==> src/rtl/eirq_pkg.sv <==
`timescale 1ns/1ps
package eirq_pkg;
    localparam int unsigned ADDR_W   = 4;
    localparam int unsigned DATA_W   = 32;
    localparam int unsigned SEL_BASE = 8;

    typedef enum logic [ADDR_W-1:0] {
        ADR_RISE_EN   = 4'h0,
        ADR_FALL_EN   = 4'h1,
        ADR_MASK      = 4'h2,
        ADR_RISE_PEND = 4'h3,
        ADR_FALL_PEND = 4'h4
    } reg_addr_e;

    typedef enum logic {
        LVL_LOW  = 1'b0,
        LVL_HIGH = 1'b1
    } lvl_state_e;
endpackage

==> src/rtl/eirq_sync.sv <==
`timescale 1ns/1ps
module eirq_sync #(
    parameter int unsigned WIDTH = 16
) (
    input  logic             clk,
    input  logic             rst_n,
    input  logic [WIDTH-1:0] raw_i,
    output logic [WIDTH-1:0] sync_o
);
    logic [WIDTH-1:0] meta_q;
    logic [WIDTH-1:0] stab_q;

    // Reset to the released (high) level so no edge appears at start-up.
    always_ff @(posedge clk or negedge rst_n) begin
        if (!rst_n) begin
            meta_q <= '1;
            stab_q <= '1;
        end else begin
            meta_q <= raw_i;
            stab_q <= meta_q;
        end
    end

    assign sync_o = stab_q;
endmodule

==> src/rtl/eirq_line.sv <==
`timescale 1ns/1ps
module eirq_line
    import eirq_pkg::*;
#(
    parameter int unsigned NUM_PORTS = 10,
    parameter int unsigned SEL_W     = 8
) (
    input  logic                 clk,
    input  logic                 rst_n,
    input  logic [NUM_PORTS-1:0] lane_i,
    input  logic [SEL_W-1:0]     sel_cur_i,
    input  logic [SEL_W-1:0]     sel_nxt_i,
    input  logic                 sel_chg_i,
    output logic                 rise_o,
    output logic                 fall_o
);
    lvl_state_e state_q;
    lvl_state_e state_d;
    logic       cur_lvl;
    logic       new_lvl;

    // Port pick: codes at or above the port count read as idle high.
    always_comb begin : p_pick
        cur_lvl = 1'b1;
        new_lvl = 1'b1;
        for (int p = 0; p < int'(NUM_PORTS); p++) begin
            if (sel_cur_i == SEL_W'(p)) cur_lvl = lane_i[p];
            if (sel_nxt_i == SEL_W'(p)) new_lvl = lane_i[p];
        end
    end

    always_comb begin : p_next
        state_d = state_q;
        if (sel_chg_i) begin
            state_d = new_lvl ? LVL_HIGH : LVL_LOW;     // reload
        end else begin
            unique case (state_q)
                LVL_LOW:  if (cur_lvl)  state_d = LVL_HIGH; // rise
                LVL_HIGH: if (!cur_lvl) state_d = LVL_LOW;  // fall
            endcase
        end
    end

    always_ff @(posedge clk or negedge rst_n) begin : p_state
        if (!rst_n) state_q <= LVL_HIGH;
        else        state_q <= state_d;
    end

    always_comb begin : p_out
        rise_o = 1'b0;
        fall_o = 1'b0;
        if (!sel_chg_i) begin
            unique case (state_q)
                LVL_LOW:  rise_o = cur_lvl;
                LVL_HIGH: fall_o = !cur_lvl;
            endcase
        end
    end

    // a line never reports both edge kinds at once
    a_r4_single_edge: assert property (@(posedge clk) disable iff (!rst_n)
        $onehot0({rise_o, fall_o}));
    // a reselection cycle reports no edge
    a_r8_silent_switch: assert property (@(posedge clk) disable iff (!rst_n)
        sel_chg_i |-> !(rise_o || fall_o));
endmodule

==> src/rtl/eirq_regs.sv <==
`timescale 1ns/1ps
module eirq_regs
    import eirq_pkg::*;
#(
    parameter int unsigned NUM_LINES = 16,
    parameter int unsigned SEL_W     = 8
) (
    input  logic                       clk,
    input  logic                       rst_n,
    input  logic                       bus_we,
    input  logic [ADDR_W-1:0]          bus_addr,
    input  logic [DATA_W-1:0]          bus_wdata,
    output logic [DATA_W-1:0]          bus_rdata,
    input  logic [NUM_LINES-1:0]       rise_edge_i,
    input  logic [NUM_LINES-1:0]       fall_edge_i,
    output logic [NUM_LINES*SEL_W-1:0] sel_cur_o,
    output logic [NUM_LINES*SEL_W-1:0] sel_nxt_o,
    output logic [NUM_LINES-1:0]       sel_chg_o,
    output logic [NUM_LINES-1:0]       irq_o
);
    localparam int unsigned LPW = DATA_W / SEL_W;

    logic [NUM_LINES-1:0] rise_en_q, fall_en_q, mask_q;
    logic [NUM_LINES-1:0] rise_pend_q, fall_pend_q;
    logic [NUM_LINES-1:0] rise_set, fall_set, clr_rise, clr_fall;
    logic [SEL_W-1:0]     sel_q   [NUM_LINES];
    logic [SEL_W-1:0]     sel_nxt [NUM_LINES];

    assign rise_set = rise_edge_i & rise_en_q;
    assign fall_set = fall_edge_i & fall_en_q;
    assign clr_rise = (bus_we && bus_addr == ADR_RISE_PEND) ? bus_wdata[NUM_LINES-1:0] : '0;
    assign clr_fall = (bus_we && bus_addr == ADR_FALL_PEND) ? bus_wdata[NUM_LINES-1:0] : '0;

    always_ff @(posedge clk or negedge rst_n) begin
        if (!rst_n) begin
            rise_en_q <= '0;
            fall_en_q <= '0;
            mask_q    <= '0;
        end else if (bus_we) begin
            if (bus_addr == ADR_RISE_EN) rise_en_q <= bus_wdata[NUM_LINES-1:0];
            if (bus_addr == ADR_FALL_EN) fall_en_q <= bus_wdata[NUM_LINES-1:0];
            if (bus_addr == ADR_MASK)    mask_q    <= bus_wdata[NUM_LINES-1:0];
        end
    end

    // A new edge wins over a clear in the same cycle.
    always_ff @(posedge clk or negedge rst_n) begin
        if (!rst_n) begin
            rise_pend_q <= '0;
            fall_pend_q <= '0;
        end else begin
            rise_pend_q <= (rise_pend_q & ~clr_rise) | rise_set;
            fall_pend_q <= (fall_pend_q & ~clr_fall) | fall_set;
        end
    end

    for (genvar n = 0; n < int'(NUM_LINES); n++) begin : g_sel
        localparam logic [ADDR_W-1:0] WADR = ADDR_W'(SEL_BASE + n / LPW);
        localparam int unsigned       OFF  = (n % LPW) * SEL_W;
        assign sel_nxt[n] = (bus_we && bus_addr == WADR) ? bus_wdata[OFF +: SEL_W] : sel_q[n];
        assign sel_chg_o[n] = (sel_nxt[n] != sel_q[n]);
        assign sel_cur_o[n*SEL_W +: SEL_W] = sel_q[n];
        assign sel_nxt_o[n*SEL_W +: SEL_W] = sel_nxt[n];

        // an enabled edge always leaves its flag set
        a_r7_edge_wins: assert property (@(posedge clk) disable iff (!rst_n)
            rise_set[n] |=> rise_pend_q[n]);
        // a clear with no competing edge drops the flag
        a_r6_clear_drops: assert property (@(posedge clk) disable iff (!rst_n)
            (clr_fall[n] && !fall_set[n]) |=> !fall_pend_q[n]);
        // without a clear bit, a set flag survives
        a_r6_zero_keeps: assert property (@(posedge clk) disable iff (!rst_n)
            (rise_pend_q[n] && !clr_rise[n]) |=> rise_pend_q[n]);
    end

    always_ff @(posedge clk or negedge rst_n) begin
        if (!rst_n) begin
            for (int n = 0; n < int'(NUM_LINES); n++) sel_q[n] <= '0;
        end else begin
            for (int n = 0; n < int'(NUM_LINES); n++) sel_q[n] <= sel_nxt[n];
        end
    end

    assign irq_o = (rise_pend_q | fall_pend_q) & mask_q;

    always_comb begin : p_read
        bus_rdata = '0;
        case (bus_addr)
            ADR_RISE_EN:   bus_rdata[NUM_LINES-1:0] = rise_en_q;
            ADR_FALL_EN:   bus_rdata[NUM_LINES-1:0] = fall_en_q;
            ADR_MASK:      bus_rdata[NUM_LINES-1:0] = mask_q;
            ADR_RISE_PEND: bus_rdata[NUM_LINES-1:0] = rise_pend_q;
            ADR_FALL_PEND: bus_rdata[NUM_LINES-1:0] = fall_pend_q;
            default: begin
                for (int n = 0; n < int'(NUM_LINES); n++) begin
                    if (bus_addr == ADDR_W'(SEL_BASE + n / LPW))
                        bus_rdata[(n % LPW) * SEL_W +: SEL_W] = sel_q[n];
                end
            end
        endcase
    end
endmodule

==> src/rtl/edge_irq_ctrl.sv <==
`timescale 1ns/1ps
module edge_irq_ctrl
    import eirq_pkg::*;
#(
    parameter int unsigned NUM_PORTS = 10,
    parameter int unsigned NUM_LINES = 16,
    parameter int unsigned SEL_W     = 8
) (
    input  logic                           clk,
    input  logic                           rst_n,
    input  logic [NUM_PORTS*NUM_LINES-1:0] pins_i,
    input  logic                           bus_we,
    input  logic [ADDR_W-1:0]              bus_addr,
    input  logic [DATA_W-1:0]              bus_wdata,
    output logic [DATA_W-1:0]              bus_rdata,
    output logic [NUM_LINES-1:0]           irq_o
);
    localparam int unsigned NPINS = NUM_PORTS * NUM_LINES;

    logic [NPINS-1:0]           pins_s;
    logic [NUM_LINES-1:0]       rise_edge, fall_edge, sel_chg;
    logic [NUM_LINES*SEL_W-1:0] sel_cur, sel_nxt;

    eirq_sync #(.WIDTH(NPINS)) u_sync (
        .clk    (clk),
        .rst_n  (rst_n),
        .raw_i  (pins_i),
        .sync_o (pins_s)
    );

    for (genvar n = 0; n < int'(NUM_LINES); n++) begin : g_line
        logic [NUM_PORTS-1:0] lane;
        for (genvar p = 0; p < int'(NUM_PORTS); p++) begin : g_lane
            assign lane[p] = pins_s[p*NUM_LINES + n];
        end

        eirq_line #(.NUM_PORTS(NUM_PORTS), .SEL_W(SEL_W)) u_line (
            .clk       (clk),
            .rst_n     (rst_n),
            .lane_i    (lane),
            .sel_cur_i (sel_cur[n*SEL_W +: SEL_W]),
            .sel_nxt_i (sel_nxt[n*SEL_W +: SEL_W]),
            .sel_chg_i (sel_chg[n]),
            .rise_o    (rise_edge[n]),
            .fall_o    (fall_edge[n])
        );

        // a raised request holds while no register write occurs
        a_r5_irq_held: assert property (@(posedge clk) disable iff (!rst_n)
            (irq_o[n] && !bus_we) |=> irq_o[n]);
    end

    eirq_regs #(.NUM_LINES(NUM_LINES), .SEL_W(SEL_W)) u_regs (
        .clk         (clk),
        .rst_n       (rst_n),
        .bus_we      (bus_we),
        .bus_addr    (bus_addr),
        .bus_wdata   (bus_wdata),
        .bus_rdata   (bus_rdata),
        .rise_edge_i (rise_edge),
        .fall_edge_i (fall_edge),
        .sel_cur_o   (sel_cur),
        .sel_nxt_o   (sel_nxt),
        .sel_chg_o   (sel_chg),
        .irq_o       (irq_o)
    );
endmodule

==> config.mk <==
export PLATFORM = sky130hd
export DESIGN_NAME = edge_irq_ctrl
export DESIGN_NICKNAME = d
export VERILOG_FILES = /design/src/rtl/eirq_pkg.sv /design/src/rtl/eirq_sync.sv /design/src/rtl/eirq_line.sv /design/src/rtl/eirq_regs.sv /design/src/rtl/edge_irq_ctrl.sv
export SDC_FILE = /design/constraint.sdc
export NUM_CORES = 1
export LEC_CHECK = 0
export ABC_AREA = 1
export BUFFER_PORTS_ARGS = -buffer_cell sky130_fd_sc_hd__buf_2
export CAP_MARGIN = 25
export CELL_PAD_IN_SITES_DETAIL_PLACEMENT = 1
export CELL_PAD_IN_SITES_GLOBAL_PLACEMENT = 1
export CORE_MARGIN = 5
export CORE_UTILIZATION = 44
export DETAILED_ROUTE_END_ITERATION = 16
export GPL_ROUTABILITY_DRIVEN = 1
export GPL_TIMING_DRIVEN = 0
export HOLD_SLACK_MARGIN = 0.12
export PLACE_DENSITY_LB_ADDON = 0.3
export SYNTH_ARGS = -nofsm -noshare
export SYNTH_HDL_FRONTEND = slang
export SYNTH_SLANG_ARGS = --single-unit
==> constraint.sdc <==
create_clock -name clk -period 4.2 [get_ports clk]
set_clock_uncertainty 0.05 [all_clocks]
set_input_delay 0.84 -clock clk [delete_from_list [all_inputs] [get_ports clk]]
set_output_delay 0.84 -clock clk [all_outputs]
set_load 0.03 [all_outputs]
Yosys cells after proc, flatten, opt, wreduce, memory -nomap -nowiden
Cells that the tools add are included.
{"block": "totals", "mem_bits_ro": 0, "latch_bits": 0, "word_cells": 888, "mem_count": 0, "reg_bits": 544, "ram_bits": 0}
{"block": "classes", "bitwise_logic": 10, "shift": 0, "order_cmp": 0, "n_mul": 0, "n_reduce_logical": 59, "div": 0, "mux": 468, "add_sub_neg": 0, "eq_ne": 312}
{"op": "8-bit by 3-bit == test with 1-bit output (second input constant)", "count": 128}
{"op": "8-bit by 2-bit == test with 1-bit output (second input constant)", "count": 64}
{"op": "8-bit by 4-bit == test with 1-bit output (second input constant)", "count": 64}
{"op": "1-bit 2-to-1 mux", "count": 432}
{"op": "8-bit by 1-bit == test with 1-bit output (second input constant)", "count": 32}
{"op": "8-bit zero test", "count": 32}
{"op": "8-bit 2-to-1 mux", "count": 32}
{"op": "8-bit != test", "count": 16}
{"op": "16-bit AND", "count": 5}
{"op": "16-bit case mux with 5 select lines", "count": 1}
{"op": "16-bit 2-to-1 mux", "count": 3}
{"op": "16-bit bitwise OR", "count": 3}
{"op": "16-bit inverter", "count": 2}
{"op": "4-bit == test (second input constant)", "count": 4}
{"op": "1-bit zero test", "count": 16}
{"op": "4-bit by 2-bit == test with 1-bit output (second input constant)", "count": 2}
{"op": "1-bit logical AND", "count": 6}
{"op": "2-bit AND reduction", "count": 3}
{"op": "5-bit OR reduction", "count": 1}
{"op": "4-bit by 1-bit == test with 1-bit output (second input constant)", "count": 1}
{"op": "4-bit by 3-bit == test with 1-bit output (second input constant)", "count": 1}
{"op": "4-bit zero test", "count": 1}

Depth between registers and ports, before layout
Gate-level depths: netlist (run 1).
{"block": "logic_depth", "depth_word": 16, "depth_mapped": 16}

Modules after synthesis
A second synthesis (run 1) with hierarchy kept.
{"block": "unflattened", "cells_unflattened": 3245, "area_unflattened_um2": 26309.0}
{"mod": "eirq_regs", "area_each_um2": 12515.8, "seq_area_each_um2": 5205.0, "instances": 1, "cells_each": 1853}
{"mod": "eirq_sync", "area_each_um2": 8408.1, "seq_area_each_um2": 8408.1, "instances": 1, "cells_each": 320}
{"mod": "eirq_line", "area_each_um2": 336.6, "seq_area_each_um2": 26.3, "instances": 16, "cells_each": 67}

Worst setup path before layout (run 1)
Ideal clock, no wire load.
{"block": "synth_path", "path_kind": "in2out", "start": "input port bus_addr[1]", "end": "output port bus_rdata[0]", "t_arrival_ns": 2.266, "stages": 6, "path_buffers": 1, "required_time_ns": 3.310, "path_slack_ns": 1.044, "path_cell_list": "nor2_1 -> inv_1 -> nor2_1 -> clkbuf_1 -> inv_1 -> o211ai_1"}
{"block": "synth_between", "elab_chain_cells": 6}
{"item": "start, declared", "line": "edge_irq_ctrl.sv:13", "text": "input logic [ADDR_W-1:0] bus_addr,"}
{"item": "4-bit == test", "line": "eirq_regs.sv:96", "text": "if (bus_addr == ADDR_W'(SEL_BASE + n / LPW))"}
{"item": "8-bit 2-to-1 mux (4 in a row)", "line": "eirq_regs.sv:96"}
{"item": "16-bit case mux with 5 select lines *", "line": "eirq_regs.sv:88", "text": "case (bus_addr)"}
{"item": "end, declared", "line": "edge_irq_ctrl.sv:15", "text": "output logic [DATA_W-1:0] bus_rdata,"}
Mark *: on every way between the ends. The rest lies on a longest branch, timed or not.

Final worst setup path (run 1)
{"block": "layout_path", "start": "input port bus_addr[2]", "end": "output port bus_rdata[15]"}
Same word-level chain as after synthesis.

==> key figures, run 1 <==
Timing
  • Final hold vios: 0
  • Relative slew slack: 33.3%
  • Crit share post-route: 98.1%
  • Tmin final: 4120 ps
  • RSZ-0062 raised after global routing: no
  • Final slew viol count: 0
  • Final WS setup: 78.1 ps
  • FMAX: 243 MHz
  • Worst Max-Slew Pin Slew: 1000 ps
  • Setup Viol. Count Final: 0
  • Setup TNS: 0 ps

Synth
  • Syn_area_per_cell: 8.72 um^2
  • Synth top area cells: dfstp_2, dfrtp_1, nand2_1, inv_1, o21ai_0
  • Async SR Flop Fraction: 100%
  • Post-Syn Area: 24700 um^2
  • Register bit total from synthesis: 544
  • Mapped Cells: 2828
  • YS warnings: 0
  • Synth cell types: 50
  • Total nets after synthesis: 3027
  • Top cell type's share of synthesized area: 35.8%
  • Synth area leader: dfstp_2
  • Sequential cell area fraction in the yosys report: 56.9%
  • Post-synth EDFFs: 0
  • Post-synth top flop: dfstp_2

Power and ir drop
  • Sequential share of power: 43.8%
  • VDD IR max: 0.419 mV
  • Internal Dissipation: 9.89 mW
  • Overall power: 14.9 mW
  • Leak: 13.6 nW
  • Clock share of power: 35.4%
  • Sw frac: 33.4%
  • Sw Pwr: 4.96 mW
  • Comb power frac: 20.8%
  • Power Density: 513 nW/um^2

Finish
  • Sequential cell area: 14000 um^2
  • Most frequent cells in the layout: nand2_1, inv_1, dfstp_2
  • Multi-input logic area: 8930 um^2
  • Post-route insts no fill: 3935
  • Commonest non-fill, non-tap cell in the layout: nand2_1
  • Layout area overhead: 17.5%
  • Final net count: 3337
  • Final Util: 52.4%
  • Share of cells above drive strength 1: 24.4%
  • Fillcell total: 6651

Routing
  • Drt via density: 5.67
  • Pre-antenna DRT Iters: 5
  • DR WL/cell: 23.4 um
  • Initial DRC count: 1600
  • Via count: 22300
  • DRC violations left: 0
  • Total wire length: 92.1 mm
  • Routed Antenna Nets: 0

Clock network
  • Hold_buf cts: 0
  • Clk root buf: clkbuf_16
  • Clk sink count: 544
  • Htree depth: 2
  • Clk_lat worst skew: 630 ps
  • Clock Path Buffers: 3
  • TritonCTS Buffers: 57
  • Clock transition at path regs: 60 ps
  • CTS tree: done

Worst setup path
  • CP startpoint kind: input pin
  • Req. time, crit path: 3310 ps
  • CP Max Fanout: 10
  • CP arrival: 3230 ps
  • Setup CP Type: input pin to primary output
  • CP Capture Type: primary output

Floorplan
  • Initial core utilization: 44.6%
  • Die height: 247 um
  • Die area: 60900 um^2
  • CORE AREA: 55300 um^2
  • Rows: 86
  • I/O pin count: 247
  • Chip Width: 247 um

Run status
  • Status: finished, final reports clean

Place
  • GP Congestion: 0.994
  • DP Worst Slack: -405 ps
  • Dpl cells: 3824
  • Port bufs: 244
  • Detailed placement HPWL: 69.4 mm

GRT
  • First-pass GRT wire length: 141 mm
  • Initial antenna violation count: 3
  • GRT overflow: 0
  • Largest net degree at the start of global routing: 124
  • GR Util All Layers: 30.0%
  • Vias in the first global route: 23900

Min path
  • HP Class: input pin to async pin

Flow run
  • Max_cap viols: 0
==> metrics by stage <==
stage	cell area, um^2	hold slack (ps)
6_report	29000	209
4_1_cts	28900	213
2_1_floorplan	24700	295
5_1_grt	29000	232
3_5_place_dp	26900	297
3_3_place_gp	26800	295
==> flip-flops by register name, indices dropped and copies added, names as in the netlist <==
signal	count
u_regs.fall_en_q	16
u_regs.sel_cur_o	128
u_regs.mask_q	16
u_regs.fall_pend_q	16
u_regs.rise_en_q	16
u_regs.rise_pend_q	16
u_sync.meta_q	160
u_sync.sync_o	160
g_line.u_line.state_q	16
==> worst max-delay path: stages <==
cell      delay [ps]
buf_2            160
nor2_1           120
inv_1            110
nor2_2           460
clkbuf_1         690
nand2_1          130
nand2_1          100
a221oi_1          60
o211ai_1         270
buf_2            290
==> path summary, 6_finish.rpt <==
| kind | to | slack [ps] | cells after the start | start |
|---|---|---|---|---|
| min in group clk | u_sync.meta_q[74] | 250 | 1 | pins_i[74] |
| setup reg to reg | u_regs.rise_pend_q[7] | 1900 | 9 | u_regs.sel_cur_o[57] |
| hold reg to reg | u_sync.sync_o[42] | 300 | 0 | u_sync.meta_q[42] |
| hold / removal | u_regs.sel_cur_o[0] | 210 | 1 | rst_n |
| max in group asynchronous | u_sync.sync_o[63] | 2470 | 3 | rst_n |
| setup / recovery | bus_rdata[15] | 80 | 10 | bus_addr[2] |
==> what timing repair did <==
| action | 4_1_cts | 5_1_grt |
|---|---|---|
| pin swaps | 0 | 2 |
| setup buffers | 0 | 2 |
| gates resized for setup | 4 | 3 |
| endpoints found under the setup margin | 11 | 6 |
==> layer usage <==
layer	GRT usage (%)	part of all wire (%)	routed length, um	up-vias
li1	-	-	-	10000
met1	37.4	39	35700	11200
met2	51.0	49	44600	877
met3	5.37	7.3	6750	252
met4	14.0	5.3	4900	2
met5	0	0.012	11	-
==> cell families after synthesis <==
group	Yosys count	share of synthesized area (%)
AO/OA/AOI/OAI	557	13.5
XOR/XNOR	15	0.533
AND/OR/NAND/NOR	1268	22.1
buffers and inverters	444	6.96
flip-flops	544	56.9
==> layout make-up <==
class                           instances  area share [%]
Buffer                                 74            1.14
Tap cell                              748            3.23
Timing Repair Buffer                  251            4.73
Multi-Input combinational cell       1840            30.8
Clock inverter                         25           0.756
Antenna cell                            3          0.0259
Sequential cell                       544            48.4
Clock buffer                           80            6.05
Inverter                              370            4.79
==> synth_stat cells (2+ instances only) <==
cell       count
nor3b_1        2
nor4_1        24
nand4_1       67
inv_1        353
o21ai_2       13
o21ai_4        2
nor3_1        40
a21oi_2       10
a221oi_1      29
o21a_1         8
nor2_4         2
or2_2          7
buf_2         19
o21bai_1       3
o21ai_0      254
nor3_2         2
nor2_8         2
nand2_1      677
o22ai_1       24
dfstp_2      336
buf_4          7
xor2_1        14
nor2_1       223
dfrtp_1      208
and2_1         2
o21ai_1       56
o41ai_1        2
buf_1          4
a21oi_1       69
or2_1          2
a31oi_1        5
o2111ai_1     10
nand2_2        6
nand3_2        2
clkinv_1       5
clkbuf_1      44
nand3_1      194
nand3b_1      11
o221ai_1      15
o32ai_1        4
inv_2         12
nor2_2         2
o211ai_1      48
a21o_1         3
==> power groups by stage <==
stage	sequential, mW	clock, mW	combinational (mW)
detailed placement	6.56	0	3.03
CTS	6.49	5.39	3.05
floorplan	6.35	0	1.96
global route	6.56	5.60	3.42
finish	6.51	5.26	3.09
global placement	6.52	0	2.87
Power figures use the tool's default switching activity.
==> run 2, diff against run 1 <==
--- a/config.mk
+++ b/config.mk
@@ -19,4 +19,6 @@
 export PLACE_DENSITY_LB_ADDON = 0.3
 export SYNTH_ARGS = -nofsm -noshare
 export SYNTH_HDL_FRONTEND = slang
+export SYNTH_HIERARCHICAL = 1
 export SYNTH_SLANG_ARGS = --single-unit
+export TNS_END_PERCENT = 20
==> run 2 against run 1 <==
Compared with the run above: first-iteration DRC count is 18% higher; global-route usage up 4.0 points; critical path depth shrank 1; combinational power rose by 18%; die area is 6.4% higher; clock-buffer cell count is 6 higher; sequential share of layout area fell by 2.7 points; flip-flop and latch count did not move; final area up 5.9%; synthesized cell count rose by 15%; worst hold slack got worse by 55 ps; critical path type unchanged; largest cell class unchanged.
==> key figures, run 2 <==
Synth
  • Top cell type's share of synthesized area: 33.6% (-2.2 points)
  • Synth area leader: dfstp_2
  • Post-synth EDFFs: 0 (unchanged)
  • Mapped Cells: 3245 (+15%)
  • Post-synth top flop: dfstp_2
  • Async SR Flop Fraction: 100% (unchanged)
  • Sequential cell area fraction in the yosys report: 53.3% (-3.6 points)
  • Most numerous cell in the Yosys netlist: nand2_1
  • Register bit total from synthesis: 544 (unchanged)
  • Synth cell types: 28 (-44%)
  • Post-Syn Area: 26300 um^2 (+6.7%)
  • Syn_area_per_cell: 8.11 um^2 (-7.0%)
  • Ranking of synthesized cells by instance count: nand2_1, inv_1, dfstp_2
  • Synth top area cells: dfstp_2, dfrtp_1, nand2_1, inv_1, o21ai_0
  • Total nets after synthesis: 3444 (+14%)
  • YS warnings: 6 (+6)

Timing
  • Setup Viol. Count Final: 0 (unchanged)
  • Worst Max-Slew Pin Slew: 1160 ps (+162 ps)
  • Final WS setup: 115 ps (+36.9 ps)
  • Final hold vios: 0 (unchanged)
  • Relative slew slack: 22.5% (-11 points)
  • Crit share post-route: 97.3% (-0.88 points)
  • Tmin final: 4080 ps (-36.9 ps)
  • FMAX: 245 MHz (+0.90%)
  • Final slew viol count: 0 (unchanged)
  • RSZ-0062 raised after global routing: no
  • Hold_ws: 154 ps (-54.5 ps)

Clock network
  • Clock Path Buffers: 3 (unchanged)
  • Clk root buf: clkbuf_16
  • Clk sink count: 544 (unchanged)
  • TritonCTS Buffers: 60 (+5.3%)
  • Clock transition at path regs: 60 ps (about the same)
  • Clk_lat worst skew: 650 ps (+20 ps)
  • Hold_buf cts: 0 (unchanged)
  • Htree depth: 2 (unchanged)
  • CTS tree: done

Worst setup path
  • CP Capture Type: primary output
  • Setup CP Type: input pin to primary output
  • R2R Setup Slk: 1740 ps (-160 ps)
  • Slowest stage cell, crit path: clkbuf_1
  • CP arrival: 3190 ps (-40 ps)
  • Req. time, crit path: 3310 ps (about the same)
  • Worst R2R End: u_regs/fall_pend_q[3]
  • Max incr delay on CP: 700 ps (about the same)
  • CP startpoint kind: input pin
  • Reg2Reg Launch Point: u_regs/sel_cur_o[31]
  • Crit path cell chain: buf_2 -> nand2_1 -> inv_2 -> nand2_1 -> clkbuf_1 -> nor2_1 -> nor3_1 -> nand3_1 -> buf_2
  • CP Max Fanout: 10 (unchanged)
  • R2R depth: 7 (-2)

Place
  • Detailed placement HPWL: 85.5 mm (+23%)
  • DP Worst Slack: -190 ps (+216 ps)
  • Port bufs: 243 (-0.41%)
  • Dpl cells: 4267 (+12%)
  • Placed inst area: 28600 um^2 (+6.3%)
  • GP Congestion: 0.985 (-0.90%)

GRT
  • First-pass GRT wire length: 167 mm (+18%)
  • GRT overflow: 0 (unchanged)
  • Initial antenna violation count: 11 (+8)
  • GR Util All Layers: 34.0% (+4.0 points)
  • Largest net degree at the start of global routing: 137 (+10%)
  • Vias in the first global route: 27400 (+14%)

Routing
  • Top layer in use: met5
  • DRC violations left: 0 (unchanged)
  • Met3 WL: 7.25 mm (+7.3%)
  • Drt via density: 5.78 (+1.8%)
  • Routed Antenna Nets: 0 (unchanged)
  • Routed met2 length: 55.6 mm (+25%)
  • Initial DRC count: 1884 (+18%)
  • Met1 Wirelength: 43.7 mm (+22%)
  • Pre-antenna DRT Iters: 6 (+1)
  • Via count: 25300 (+13%)
  • DR WL/cell: 25.7 um (+9.8%)
  • Total wire length: 113 mm (+22%)

Power and ir drop
  • Leak: 14.8 nW (+8.5%)
  • Power Density: 520 nW/um^2 (+1.5%)
  • VDD IR max: 0.424 mV (+1.2%)

Floorplan
  • Rows: 89 (+3.5%)
  • CORE AREA: 59100 um^2 (+6.9%)
  • Chip Width: 255 um (+3.2%)
  • Die area: 64800 um^2 (+6.4%)
  • Initial core utilization: 44.5% (-0.098 points)
  • I/O pin count: 247 (unchanged)
  • Die height: 255 um (+3.2%)

Finish
  • Sequential cell area: 14000 um^2 (unchanged)
  • Commonest non-fill, non-tap cell in the layout: nand2_1
  • Final net count: 3755 (+13%)
  • Post-route insts no fill: 4384 (+11%)
  • Share of cells above drive strength 1: 23.2% (-1.2 points)
  • Design Area, Final: 30700 um^2 (+5.9%)
  • Fillcell total: 7229 (+8.7%)
  • Layout area overhead: 16.6%
  • Most frequent cells in the layout: nand2_1, inv_1, dfstp_2
  • Multi-input logic area: 9820 um^2 (+9.9%)

Run status
  • Status: finished, final reports clean

Flow run
  • Max_cap viols: 0 (unchanged)

Min path
  • HP Class: input pin to async pin
==> run 2: changes by cell type in the layout (fill, tap and decap cells not counted), moves of 16 or more <==
cell	delta
nand4_1	+92
clkbuf_1	+21
nor2_1	-67
nor3_2	+31
o21ai_1	-56
inv_1	+153
nand4_2	+16
o211ai_1	-32
a21oi_1	+19
nand3_1	+76
buf_2	+21
o21ai_0	+19
nand2_1	+205
a221oi_1	-29
==> run 2: final cells by class <==
type | instances | share of cell area, %
sequential | 544 | 45.8
multi-input combinational | 2063 | 32.0
inverter | 526 | 6.44
clock buffer | 86 | 5.89
timing repair buffer | 249 | 4.44
tap | 773 | 3.15
buffer | 112 | 1.59
clock inverter | 25 | 0.661
antenna | 6 | 0.0490
==> run 2: timing repair <==
item,in CTS,in global routing
gates resized for setup,0,3
endpoints found under the setup margin,0,4
buffers inserted,0,0
endpoints found under the hold margin,0,0
==> run 2: logic make-up after synthesis <==
logic type	Yosys count	share of synthesized area, %
buffers and inverters	638	9.35
AND/OR/NAND/NOR	1617	28.1
AO/OA/AOI/OAI	446	9.17
flip-flops	544	53.3
==> run 2: through the flow <==
| step | util [%] | setup TNS, ps | power, mW |
|---|---|---|---|
| 4_1_cts | 51.8 | 0 | 16.0 |
| 6_report | 51.9 | 0 | 16.0 |
| 2_1_floorplan | - | 0 | 8.87 |
| 5_1_grt | 51.8 | 0 | 16.7 |
| 3_3_place_gp | 48.2 | -3275450 | 10.3 |
| 3_5_place_dp | 48.4 | -190 | 10.5 |
==> run 2: layer usage <==
metal | track usage, % | vias to the layer above
li1 | - | 11100
met1 | 41.4 | 12800
met2 | 59.4 | 1017
met3 | 5.47 | 325
met4 | 15.7 | 10
met5 | 0 | -
==> run 2: worst max path at each step <==
stage	start	end	slack, ps	depth (start not counted)
2_1_floorplan	bus_addr[2]	bus_rdata[25]	1060	7
3_3_place_gp	rst_n	u_regs/rise_pend_q[12]	-8130	1
3_5_place_dp	bus_addr[0]	g_line[1].u_line/state_q	-190	15
4_1_cts	bus_addr[2]	bus_rdata[21]	40	9
5_1_grt	bus_addr[2]	bus_rdata[21]	110	9
6_report	bus_addr[1]	bus_rdata[8]	120	9
==> run 2: power by group <==
part | total [mW] | leakage (nW) | switching, mW | internal [mW]
clock network | 5.36 | 1.01 | 2.24 | 3.12
registers | 6.95 | 6.09 | 0.832 | 6.12
logic | 3.65 | 7.69 | 2.65 | 1.00
==> run 2: critical path: cells and delay by family <==
kind                   cells  cell delay, ps
and+or+nand+nor            5            1160
buffers and inverters      4            1180
